--- src/rtl/smbus_cfg_regs.sv ---
`timescale 1ns/1ps
module smbus_cfg_regs #(
  parameter logic [6:0] ADDR7    = 7'h69,
  parameter int         NUM_REGS = 21,
  parameter logic [3:0] REV_ID   = 4'h0
) (
  input  logic                  clk,
  input  logic                  rst_n,
  input  logic                  scl_i,
  input  logic                  sda_i,
  output logic                  sda_oe,
  output logic [NUM_REGS*8-1:0] regs_o
);
  localparam int CNT_IDX = 8;

  typedef enum logic [2:0] {
    S_IDLE = 3'd0, S_ADDR = 3'd1, S_IDX = 3'd2, S_CNT = 3'd3,
    S_WR = 3'd4, S_RD = 3'd5, S_DONE = 3'd6
  } st_t;

  function automatic logic [7:0] rst_val(int i);
    case (i)
      1, 2:    return 8'hFF;
      3:       return 8'h01;
      6:       return 8'h81;
      7:       return {REV_ID, 4'b0001};
      8:       return 8'h09;
      default: return 8'h00;
    endcase
  endfunction

  function automatic logic [7:0] wr_mask(int i);
    case (i)
      3, 4:    return 8'h03;
      5:       return 8'h0C;
      6, 7:    return 8'h00;
      10:      return 8'h80;
      14, 18:  return 8'h7F;
      20:      return 8'h0F;
      default: return 8'hFF;
    endcase
  endfunction

  logic [2:0] scl_q, sda_q;
  always_ff @(posedge clk or negedge rst_n)
    if (!rst_n) begin
      scl_q <= 3'b111;
      sda_q <= 3'b111;
    end else begin
      scl_q <= {scl_q[1:0], scl_i};
      sda_q <= {sda_q[1:0], sda_i};
    end

  wire nbit    = sda_q[1];
  wire rise    = scl_q[1] & ~scl_q[2];
  wire fall    = ~scl_q[1] & scl_q[2];
  wire start_c = scl_q[1] & scl_q[2] & sda_q[2] & ~sda_q[1];
  wire stop_c  = scl_q[1] & scl_q[2] & ~sda_q[2] & sda_q[1];

  st_t        st;
  logic [3:0] bcnt;
  logic [6:0] sh;
  logic [6:0] tx;
  logic       ackph, ackok, rw, hack;
  logic [7:0] idx, wrem, rd_val;
  logic [7:0] regs [NUM_REGS];

  wire [7:0] nb     = {sh, nbit};
  wire       wr_stb = rise & ~ackph & (st == S_WR) & (bcnt == 4'd7) & (wrem != 8'd0);

  always_comb begin
    rd_val = 8'h00;
    for (int i = 0; i < NUM_REGS; i++)
      if (idx == 8'(i)) rd_val = regs[i];
  end

  for (genvar g = 0; g < NUM_REGS; g++) begin : g_reg
    localparam logic [7:0] RV = rst_val(g);
    localparam logic [7:0] WM = wr_mask(g);
    always_ff @(posedge clk or negedge rst_n)
      if (!rst_n) regs[g] <= RV;
      else if (wr_stb && idx == 8'(g)) regs[g] <= (regs[g] & ~WM) | (nb & WM);
    assign regs_o[g*8 +: 8] = regs[g];
  end

  always_ff @(posedge clk or negedge rst_n) begin
    if (!rst_n) begin
      st <= S_IDLE; bcnt <= 4'd0; sh <= 7'd0; tx <= 7'd0;
      ackph <= 1'b0; ackok <= 1'b0; rw <= 1'b0; hack <= 1'b0;
      idx <= 8'd0; wrem <= 8'd0; sda_oe <= 1'b0;
    end else if (start_c) begin
      st <= S_ADDR; bcnt <= 4'd0; ackph <= 1'b0; sda_oe <= 1'b0;
    end else if (stop_c) begin
      st <= S_IDLE; ackph <= 1'b0; sda_oe <= 1'b0;
    end else if (st == S_RD) begin
      if (rise && ackph) hack <= ~nbit;
      if (fall) begin
        if (!ackph) begin
          if (bcnt == 4'd8) begin
            sda_oe <= 1'b0; ackph <= 1'b1;
          end else begin
            tx <= {tx[5:0], 1'b0}; sda_oe <= ~tx[6]; bcnt <= bcnt + 4'd1;
          end
        end else begin
          ackph <= 1'b0;
          if (hack) begin
            tx <= rd_val[6:0]; sda_oe <= ~rd_val[7]; bcnt <= 4'd1; idx <= idx + 8'd1;
          end else begin
            st <= S_DONE; sda_oe <= 1'b0;
          end
        end
      end
    end else if (st inside {S_ADDR, S_IDX, S_CNT, S_WR}) begin
      if (rise && !ackph && bcnt != 4'd8) begin
        sh <= nb[6:0];
        bcnt <= bcnt + 4'd1;
        if (bcnt == 4'd7) begin
          case (st)
            S_ADDR: begin ackok <= (nb[7:1] == ADDR7); rw <= nb[0]; end
            S_IDX:  begin idx <= nb; ackok <= 1'b1; end
            S_CNT:  begin wrem <= nb; ackok <= 1'b1; end
            default: begin
              ackok <= (wrem != 8'd0);
              if (wrem != 8'd0) begin idx <= idx + 8'd1; wrem <= wrem - 8'd1; end
            end
          endcase
        end
      end
      if (fall) begin
        if (!ackph && bcnt == 4'd8) begin
          ackph <= 1'b1; sda_oe <= ackok;
        end else if (ackph) begin
          ackph <= 1'b0; bcnt <= 4'd0; sda_oe <= 1'b0;
          if (!ackok) st <= S_DONE;
          else begin
            case (st)
              S_ADDR:
                if (rw) begin
                  st <= S_RD; tx <= regs[CNT_IDX][6:0];
                  sda_oe <= ~regs[CNT_IDX][7]; bcnt <= 4'd1;
                end else st <= S_IDX;
              S_IDX:   st <= S_CNT;
              S_CNT:   st <= S_WR;
              default: st <= S_WR;
            endcase
          end
        end
      end
    end
  end
endmodule

--- config.mk ---
export PLATFORM = sky130hd
export DESIGN_NAME = smbus_cfg_regs
export DESIGN_NICKNAME = d
export VERILOG_FILES = /design/src/rtl/smbus_cfg_regs.sv
export SDC_FILE = /design/constraint.sdc
export NUM_CORES = 1
export LEC_CHECK = 0
export CORE_AREA = 2 2 123 148
export CTS_CLUSTER_DIAMETER = 40
export DETAILED_ROUTE_END_ITERATION = 8
export DIE_AREA = 0 0 125 150
export DONT_BUFFER_PORTS = 1
export GPL_TIMING_DRIVEN = 1
export HOLD_SLACK_MARGIN = 0.15
export PLACE_DENSITY = 0.77
export SYNTH_ARGS = -nofsm -noshare
export SYNTH_HDL_FRONTEND = slang
export SYNTH_SLANG_ARGS = --single-unit
export TNS_END_PERCENT = 50
--- constraint.sdc ---
create_clock -name clk -period 2.2 [get_ports clk]
set_input_delay 0.44 -clock clk [delete_from_list [all_inputs] [get_ports clk]]
set_output_delay 0.44 -clock clk [all_outputs]
set_load 0.1 [all_outputs]
==> results.json, run 1 <==
{
  "status": "finished, violations left",
  "violations": "DRC, hold timing, setup timing",
  "netlist.area_leader.share": 0.3653,
  "hold_path_class": "input pin to asynchronous set/reset pin",
  "io_pins": 173,
  "yosysTopAreaCell": "dfrtp_1",
  "postLayoutSetupSlackWorst_ps": -106.6,
  "synthesis.instances": 1020,
  "worstPathRequired_ps": 2530,
  "htree_num_levels": 4,
  "hold_slack_ps": -310.4,
  "synth_top_cells_by_area": "dfrtp_1, mux2_2, dfstp_2",
  "grt_max_degree": 170,
  "place_hpwl_um": 24990,
  "dieWidth_um": 125,
  "antenna_found_initial": 0,
  "drcViolationCount": 1,
  "cts.reportedPaths.clkPinSlew_ps": 80,
  "fin_crit_sh": 1.048,
  "reg2regPathDepth": 10,
  "hold_buffers": 2,
  "die-area_sq_um": 18750,
  "cap_violations": 0,
  "post_synth_num_cell_types": 73,
  "cts_buffer_depth": 2,
  "worstSetupEndpointType": "flip-flop",
  "p_leak_nw": 6.260,
  "drt_iter0_drc": 1206,
  "grt_pass1_vias": 9494,
  "ant_nets": 0,
  "power.density_nw_per_um2": 562.3,
  "dr.pass1.iters": 9,
  "cts_made_buffers": 17,
  "clockRootBuffer": "clkbuf_16",
  "routed-via-count": 9614,
  "rows": 53,
  "max_freq_mhz": 433.5,
  "final_common_cell": "buf_4",
  "dp_slack_ps": -347.6,
  "die_h_um": 150,
  "core_region_area_sq_um": 17370,
  "synth-main-ff-cell": "dfrtp_1",
  "wl_per_cell_um": 24.11,
  "areaGrowthSynthToFinish_pct": 35.23,
  "setup_viol": 20,
  "rsz0062_at_grt": "true",
  "startpoint_type": "flip-flop",
  "slew_headroom": 0.6106,
  "seq_area_frac_synth": 0.4318,
  "hold_viol": 160,
  "async_flop_share": 1.000,
  "arrival_ps": 2630,
  "drive_above_1_share": 0.4520,
  "start_util": 0.5678,
  "tightest_slew_ps": 578.0,
  "port_buffers": 0,
  "worstPathMaxFanout": 11,
  "critical_path_class": "flip-flop to flip-flop",
  "rrSetupSlack_ps": -110,
  "fillers": 1131,
  "synth_warnings": 0,
  "fin_nets": 1290,
  "cts_tree": "built",
  "slew_violations": 0,
  "grt_pass1_wl_um": 53740,
  "skew_ps": 12.49,
  "numClockSinks": 169,
  "peakVddDrop_mv": 0.5349,
  "synth.avg_cell_area_sq_um": 9.672,
  "place_congestion": 1.037,
  "period_needed_ps": 2307,
  "final_cell_mix": "buf_4, dfrtp_1, mux2_2, nand2_1, a21oi_1",
  "grt-ovfl-total": 0,
  "final_core_util": 0.7679,
  "diodes": 0,
  "wirelength_um": 36460,
  "netlist_area_sq_um": 9866,
  "synth-seq-cells": 169,
  "insertion_delay_ps": 450,
  "synth-edff-count": 0,
  "viasPerCell": 6.358,
  "grt_use_total": 0.3748
}
-- cell usage after synthesis, types with 7 or more instances --
cell,n
nor2b_1,18
nand2_1,88
nand3b_1,12
ha_1,7
nand3_1,23
a31oi_1,15
nor3b_1,9
nor2_1,59
a21oi_1,76
inv_1,26
nor3_1,17
mux2_2,126
o21ai_0,65
nand2b_1,21
dfrtp_1,144
and3_1,10
o211ai_1,8
o21ai_1,7
buf_4,47
dfstp_2,25
clkbuf_1,60
o22ai_1,18
-- layer usage --
metal  vias to the layer above  share of wire  track usage
met5                         -              0            0
met4                         0          0.063       0.2150
met3                       169          0.086      0.08295
met2                       621           0.48       0.6201
met1                      4705           0.37       0.4542
li1                       4119              -            -
-- kinds of logic after synthesis --
family / Yosys count / synth area share
AOI/OAI and AO/OA: 259 / 0.1642
xor gates and xnor gates: 1 / 0.0008879
adders and majority gates: 7 / 0.008877
buffers and inverters: 145 / 0.07444
DFF: 169 / 0.4318
muxes: 130 / 0.1483
other: 2 / 0.0007612
and+or+nand+nor: 307 / 0.1707
-- final timing paths --
check,startpoint,end
max,idx[0],tx[4]
min,rst_n,st[2]
max reg2reg,idx[0],tx[4]
min reg2reg,scl_q[0],scl_q[1]
max in group asynchronous,rst_n,scl_q[0]
min in group clk,scl_q[0],scl_q[1]
-- where the power goes --
| group | switching (mW) | internal [mW] | total, mW |
|---|---|---|---|
| logic | 0.869 | 0.336 | 1.20 |
| registers | 0.0653 | 3.18 | 3.24 |
| clock network | 1.40 | 1.66 | 3.05 |
-- flip-flops by register name, summed over array words and instances, names as in the netlist, 3 cells and up --
name	count
scl_q	3
sh	7
tx	7
bcnt	4
wrem	8
sda_q	3
st	3
regs_o	121
idx	8
-- worst max-delay path: stages (launching register included) --
cell	delay (ps)
dfrtp_2	450
buf_4	160
ha_4	200
buf_4	170
and2_4	160
buf_4	140
a21oi_2	180
o22ai_1	160
a211oi_1	310
buf_4	190
o21bai_1	80
-- layout make-up --
cell class	instances	area, sq um	share of cell area
Inverter	26	97.59	0.007315
Tap cell	220	275.3	0.02063
Clock inverter	13	128.9	0.009660
Clock buffer	19	454.2	0.03404
Timing Repair Buffer	313	2600	0.1949
Sequential cell	169	4265	0.3197
Multi-Input combinational cell	752	5520	0.4138
-- timing repair --
item / CTS / global route
buffers inserted: 10 / 13
endpoints found under the setup margin: 129 / 154
gates cloned: 0 / 2
pin swaps: 23 / 31
hold endpoints to repair: 171 / 169
gates resized for setup: 65 / 77
-- stage by stage --
stage / power (mW) / TNS [ps] / std cells / instance area (sq um)
final: 7.502 / -723.2 / 1512 / 13340
after CTS: 7.448 / -36.53 / 1497 / 12870
after global routing: 7.706 / -2875 / 1512 / 13340
after floorplan: 4.140 / -588.3 / 1065 / 10060
after detailed placement: 4.424 / -7477 / 1455 / 11970
after global placement: 4.394 / -4497 / 1455 / 11970
Power figures use the tool's default switching activity.
==> run 2: changes to the inputs <==
- REMOVE_ABC_BUFFERS: default -> 1
==> run 2 against run 1 <==
  * The run ends with hold timing, setup timing left
  * Flip-flop and latch count stayed put
  * First-iteration DRC count decreased by 4.5%
  * Die area stayed put
  * Fmax grew 0.73%
  * Global-route usage is 0.45 points lower
  * Sequential share of layout area increased by 0.13 points
  * Cell count down 0.53%
  * Combinational power is essentially flat
  * Clock skew increased by 1.1 ps
  * Sequential power barely moved
  * Via count increased by 0.38%
==> results.json, run 2 (synthesis results as in run 1) <==
{
  "start_util": 0.5678,
  "status": "finished, violations left",
  "grt_pass1_wl_um": 53640,
  "dr.pass1.iters": 6,
  "arrival_ps": 2650,
  "skew_ps": 13.56,
  "port_buffers": 0,
  "ant_nets": 0,
  "hold_slack_ps": -303.3,
  "fin_crit_sh": 1.041,
  "cts_made_buffers": 17,
  "p_leak_nw": 6.188,
  "place_hpwl_um": 24150,
  "place_congestion": 0.9858,
  "startpoint_type": "flip-flop",
  "areaGrowthSynthToFinish_pct": 34.63,
  "io_pins": 173,
  "drt_iter0_drc": 1152,
  "drive_above_1_share": 0.4517,
  "wl_per_cell_um": 24.04,
  "tightest_slew_ps": 568.3,
  "max_freq_mhz": 436.7,
  "slew_violations": 0,
  "cts_buffer_depth": 2,
  "fin_nets": 1282,
  "grt-ovfl-total": 0,
  "clockRootBuffer": "clkbuf_16",
  "critical_path_class": "flip-flop to flip-flop",
  "drcViolationCount": 0,
  "routed-via-count": 9651,
  "period_needed_ps": 2290,
  "rsz0062_at_grt": "true",
  "grt_max_degree": 170,
  "core_region_area_sq_um": 17370,
  "grt_use_total": 0.3703,
  "power_mw": 7.493,
  "die-area_sq_um": 18750,
  "antenna_found_initial": 0,
  "timing.setup.tns_ps": -1462,
  "htree_num_levels": 4,
  "insertion_delay_ps": 430,
  "worstPathMaxFanout": 9,
  "slew_headroom": 0.6172,
  "setup_viol": 47,
  "wirelength_um": 36160,
  "largest_reg_flops": 121,
  "numClockSinks": 169,
  "diodes": 0,
  "viasPerCell": 6.417,
  "hold_buffers": 2,
  "worstSetupEndpointType": "flip-flop",
  "worstPathRequired_ps": 2560,
  "dieWidth_um": 125,
  "hold_path_class": "input pin to asynchronous set/reset pin",
  "hold_viol": 169,
  "cts.reportedPaths.clkPinSlew_ps": 70,
  "grt_pass1_vias": 9425,
  "die_h_um": 150,
  "cts_tree": "built",
  "cap_violations": 0,
  "postLayoutSetupSlackWorst_ps": -89.84,
  "peakVddDrop_mv": 0.5690,
  "final_cell_mix": "buf_4, dfrtp_1, mux2_2, nand2_1, a21oi_1",
  "violations": "hold timing, setup timing",
  "rows": 53,
  "final_common_cell": "buf_4",
  "power.density_nw_per_um2": 564.1
}
[run 2: cell count changes in the layout (fill, tap and decap cells not counted), sizes merged]
cell / before / now
clkinv: 4 / 5
clkinvlp: 0 / 1
bufinv: 1 / 2
inv: 34 / 31
buf: 310 / 302
[run 2: worst paths after layout]
check                           startpoint         end  slack [ps]  depth (start not counted)
max in group asynchronous            rst_n  regs_o[14]        2210                          0
min in group clk                  scl_q[0]    scl_q[1]         380                          0
worst max-delay path                idx[1]       tx[2]         -90                          9
worst min register to register    scl_q[0]    scl_q[1]         380                          0
worst min-delay path                 rst_n     wrem[4]        -300                          0
worst max register to register      idx[1]       tx[2]         -90                          9
[run 2: layout make-up]
class,count,area [sq um]
multi-input combinational,752,5502
sequential,169,4264
fill,1161,4091
timing repair buffer,305,2556
clock buffer,19,442.9
tap,220,275.3
clock inverter,13,142.6
inverter,26,100.1
[run 2: repair_timing]
item / 4_1_cts / 5_1_grt
endpoints found under the setup margin: 91 / 153
gates cloned: 1 / 3
endpoints found under the hold margin: 171 / 169
setup buffers: 1 / 13
pin swaps: 17 / 43
resized for setup: 56 / 87
[run 2: metal layers]
metal / routed length, um / global-route usage
met1: 13040 / 0.4470
met2: 17430 / 0.6201
met3: 3443 / 0.08473
met4: 2247 / 0.1967
met5: 0 / 0
[run 2: critical path, stage by stage (launching register included)]
cell       delay [ps]
dfrtp_2           470
buf_4             170
ha_4              180
nor3_1            160
buf_4             220
o2111ai_1         190
a311oi_1          330
buf_4             170
o2111ai_2         150
a21oi_1           170
[run 2: report_power, final]
part / internal (mW) / switching, mW
clock network: 1.72 / 1.33
registers: 3.18 / 0.0748
logic: 0.313 / 0.876
[run 2: through the flow]
step                setup slack [ps]  cell area, sq um  cells  utilization
floorplan                     -662.3              9398    946            -
global placement              -149.4             11940   1452       0.6871
detailed placement            -262.2             11940   1452       0.6871
CTS                           -48.65             12790   1488       0.7362
global route                  -186.7             13280   1504       0.7645
finish                        -89.84             13280   1504       0.7645
==> run 3: changes to the inputs <==
- CORE_AREA: 2 2 123 148 -> 2 2 147 178
- DIE_AREA: 0 0 125 150 -> 0 0 149 180
- PLACE_DENSITY: 0.77 -> 0.56
- SKIP_LAST_GASP: default -> 1
==> run 3 against run 2 <==
  * The flow still finishes with violations (hold timing, setup timing)
  * Clock skew is 11 ps higher
  * Die area rose by 43%
  * Clock power about the same
  * Hold slack improved by 5.5 ps
  * Flip-flop and latch count unchanged
  * Sequential share of layout area about the same
  * Cell count is 7.7% higher
  * Combinational power is 7% higher
  * Fmax shrank 0.67%
  * Highest routed layer unchanged
==> results.json, run 3 (synthesis results as in run 1) <==
{
  "status": "finished, violations left",
  "violations": "hold timing, setup timing",
  "die_h_um": 180,
  "internal_power_mw": 5.268,
  "skew_ps": 24.37,
  "diodes": 0,
  "wl_per_cell_um": 21.59,
  "fin_crit_sh": 1.048,
  "grt_pass1_vias": 8862,
  "slew_headroom": 0.5871,
  "arrival_ps": 2670,
  "grt_max_degree": 170,
  "combinationalPowerShare": 0.166,
  "start_util": 0.3924,
  "areaGrowthSynthToFinish_pct": 34.46,
  "critical_path_class": "flip-flop to flip-flop",
  "postLayoutSetupSlackWorst_ps": -105.3,
  "max_freq_mhz": 433.8,
  "routed-via-count": 9154,
  "p_leak_nw": 6.207,
  "worstPathMaxFanout": 11,
  "core_region_area_sq_um": 25140,
  "hold_slack_ps": -297.8,
  "hold_path_class": "input pin to asynchronous set/reset pin",
  "peakVddDrop_mv": 0.5509,
  "worstPathRequired_ps": 2560,
  "cts_buffer_depth": 2,
  "hold_viol": 148,
  "dieWidth_um": 149,
  "period_needed_ps": 2305,
  "cap_violations": 0,
  "grt_use_total": 0.2605,
  "final_common_cell": "buf_4",
  "grt_pass1_wl_um": 53450,
  "cts.reportedPaths.clkPinSlew_ps": 70,
  "dpl.cell_count": 1562,
  "drcViolationCount": 0,
  "antenna_found_initial": 0,
  "pwr-share-clk": 0.405,
  "grt-ovfl-total": 0,
  "numClockSinks": 169,
  "drt_iter0_drc": 613,
  "largest_reg_flops": 121,
  "hold_buffers": 2,
  "viasPerCell": 5.651,
  "wirelength_um": 34980,
  "startpoint_type": "flip-flop",
  "power_frac_seq": 0.429,
  "htree_num_levels": 4,
  "io_pins": 173,
  "clockRootBuffer": "clkbuf_16",
  "ant_nets": 0,
  "insertion_delay_ps": 450,
  "place_congestion": 0.9398,
  "cts_made_buffers": 17,
  "power.density_nw_per_um2": 574.7,
  "slew_violations": 0,
  "worstSetupEndpointType": "flip-flop",
  "place_hpwl_um": 25220,
  "rows": 64,
  "p_switching_mw": 2.355,
  "drive_above_1_share": 0.4372,
  "rsz0062_at_grt": "true",
  "sw_frac_of_total": 0.3090,
  "port_buffers": 0,
  "tightest_slew_ps": 612.9,
  "dr.pass1.iters": 5,
  "cts_tree": "built",
  "final_cell_mix": "buf_4, dfrtp_1, mux2_2, nand2_1, a21oi_1",
  "fin_nets": 1288,
  "dp_slack_ps": -372.3,
  "die-area_sq_um": 26820,
  "fin_cells": 1620,
  "setup_viol": 7
}
==> run 3: path summary, 6_finish.rpt <==
kind                          start          to  slack [ps]  cells after the start
min in group clk           scl_q[0]    scl_q[1]         370                      0
max reg2reg                  idx[0]       tx[1]        -110                      8
min                           rst_n     bcnt[0]        -300                      0
max in group asynchronous     rst_n  regs_o[64]        2020                      0
min reg2reg                scl_q[0]    scl_q[1]         370                      0
max                          idx[0]       tx[1]        -110                      8
==> run 3: area by class of cell <==
| cell class | instances | area (sq um) |
|---|---|---|
| clock buffer | 17 | 425.4 |
| clock inverter | 15 | 163.9 |
| fill | 2281 | 11880 |
| inverter | 26 | 97.59 |
| multi-input combinational | 752 | 5409 |
| sequential | 169 | 4263 |
| tap | 330 | 412.9 |
| timing repair buffer | 311 | 2494 |
==> run 3: worst max-delay path, stage by stage, from the launching register on <==
cell and delay, ps:
dfrtp_2 450, buf_4 150, ha_4 200, buf_4 170, o21ai_0 230, a31oi_1 150
a2111oi_0 390, o211ai_1 270, a31oi_1 220
==> run 3: routing by layer <==
metal | GRT usage | up-vias | wire length, um
li1 | - | 4123 | -
met1 | 0.3421 | 4558 | 14200
met2 | 0.4280 | 403 | 17210
met3 | 0.04645 | 70 | 2409
met4 | 0.09714 | 0 | 1161
met5 | 0 | - | 0
==> run 3: stage by stage <==
stage	utilization	power [mW]	TNS [ps]	instance area (sq um)
after detailed placement	0.4799	4.464	-6544	12070
after global placement	0.4799	4.455	-3306	12070
final	0.5276	7.623	-353.5	13270
after CTS	0.5181	7.617	-4581	13030
after floorplan	-	4.030	-41780	9398
after global routing	0.5276	7.886	-2584	13270
==> run 3: power by group through the flow <==
stage / Clock [mW] / Combinational (mW) / Sequential [mW]
global placement: 0 / 1.13 / 3.32
global route: 3.27 / 1.34 / 3.28
finish: 3.08 / 1.27 / 3.27
CTS: 3.14 / 1.21 / 3.27
floorplan: 0 / 0.642 / 3.39
detailed placement: 0 / 1.14 / 3.33
==> run 3: what timing repair did <==
item | CTS | global route
pin swaps | 16 | 12
setup buffers | 12 | 11
endpoints found under the hold margin | 171 | 169
endpoints found under the setup margin | 118 | 154
cloned | 1 | 0
gates resized for setup | 62 | 38
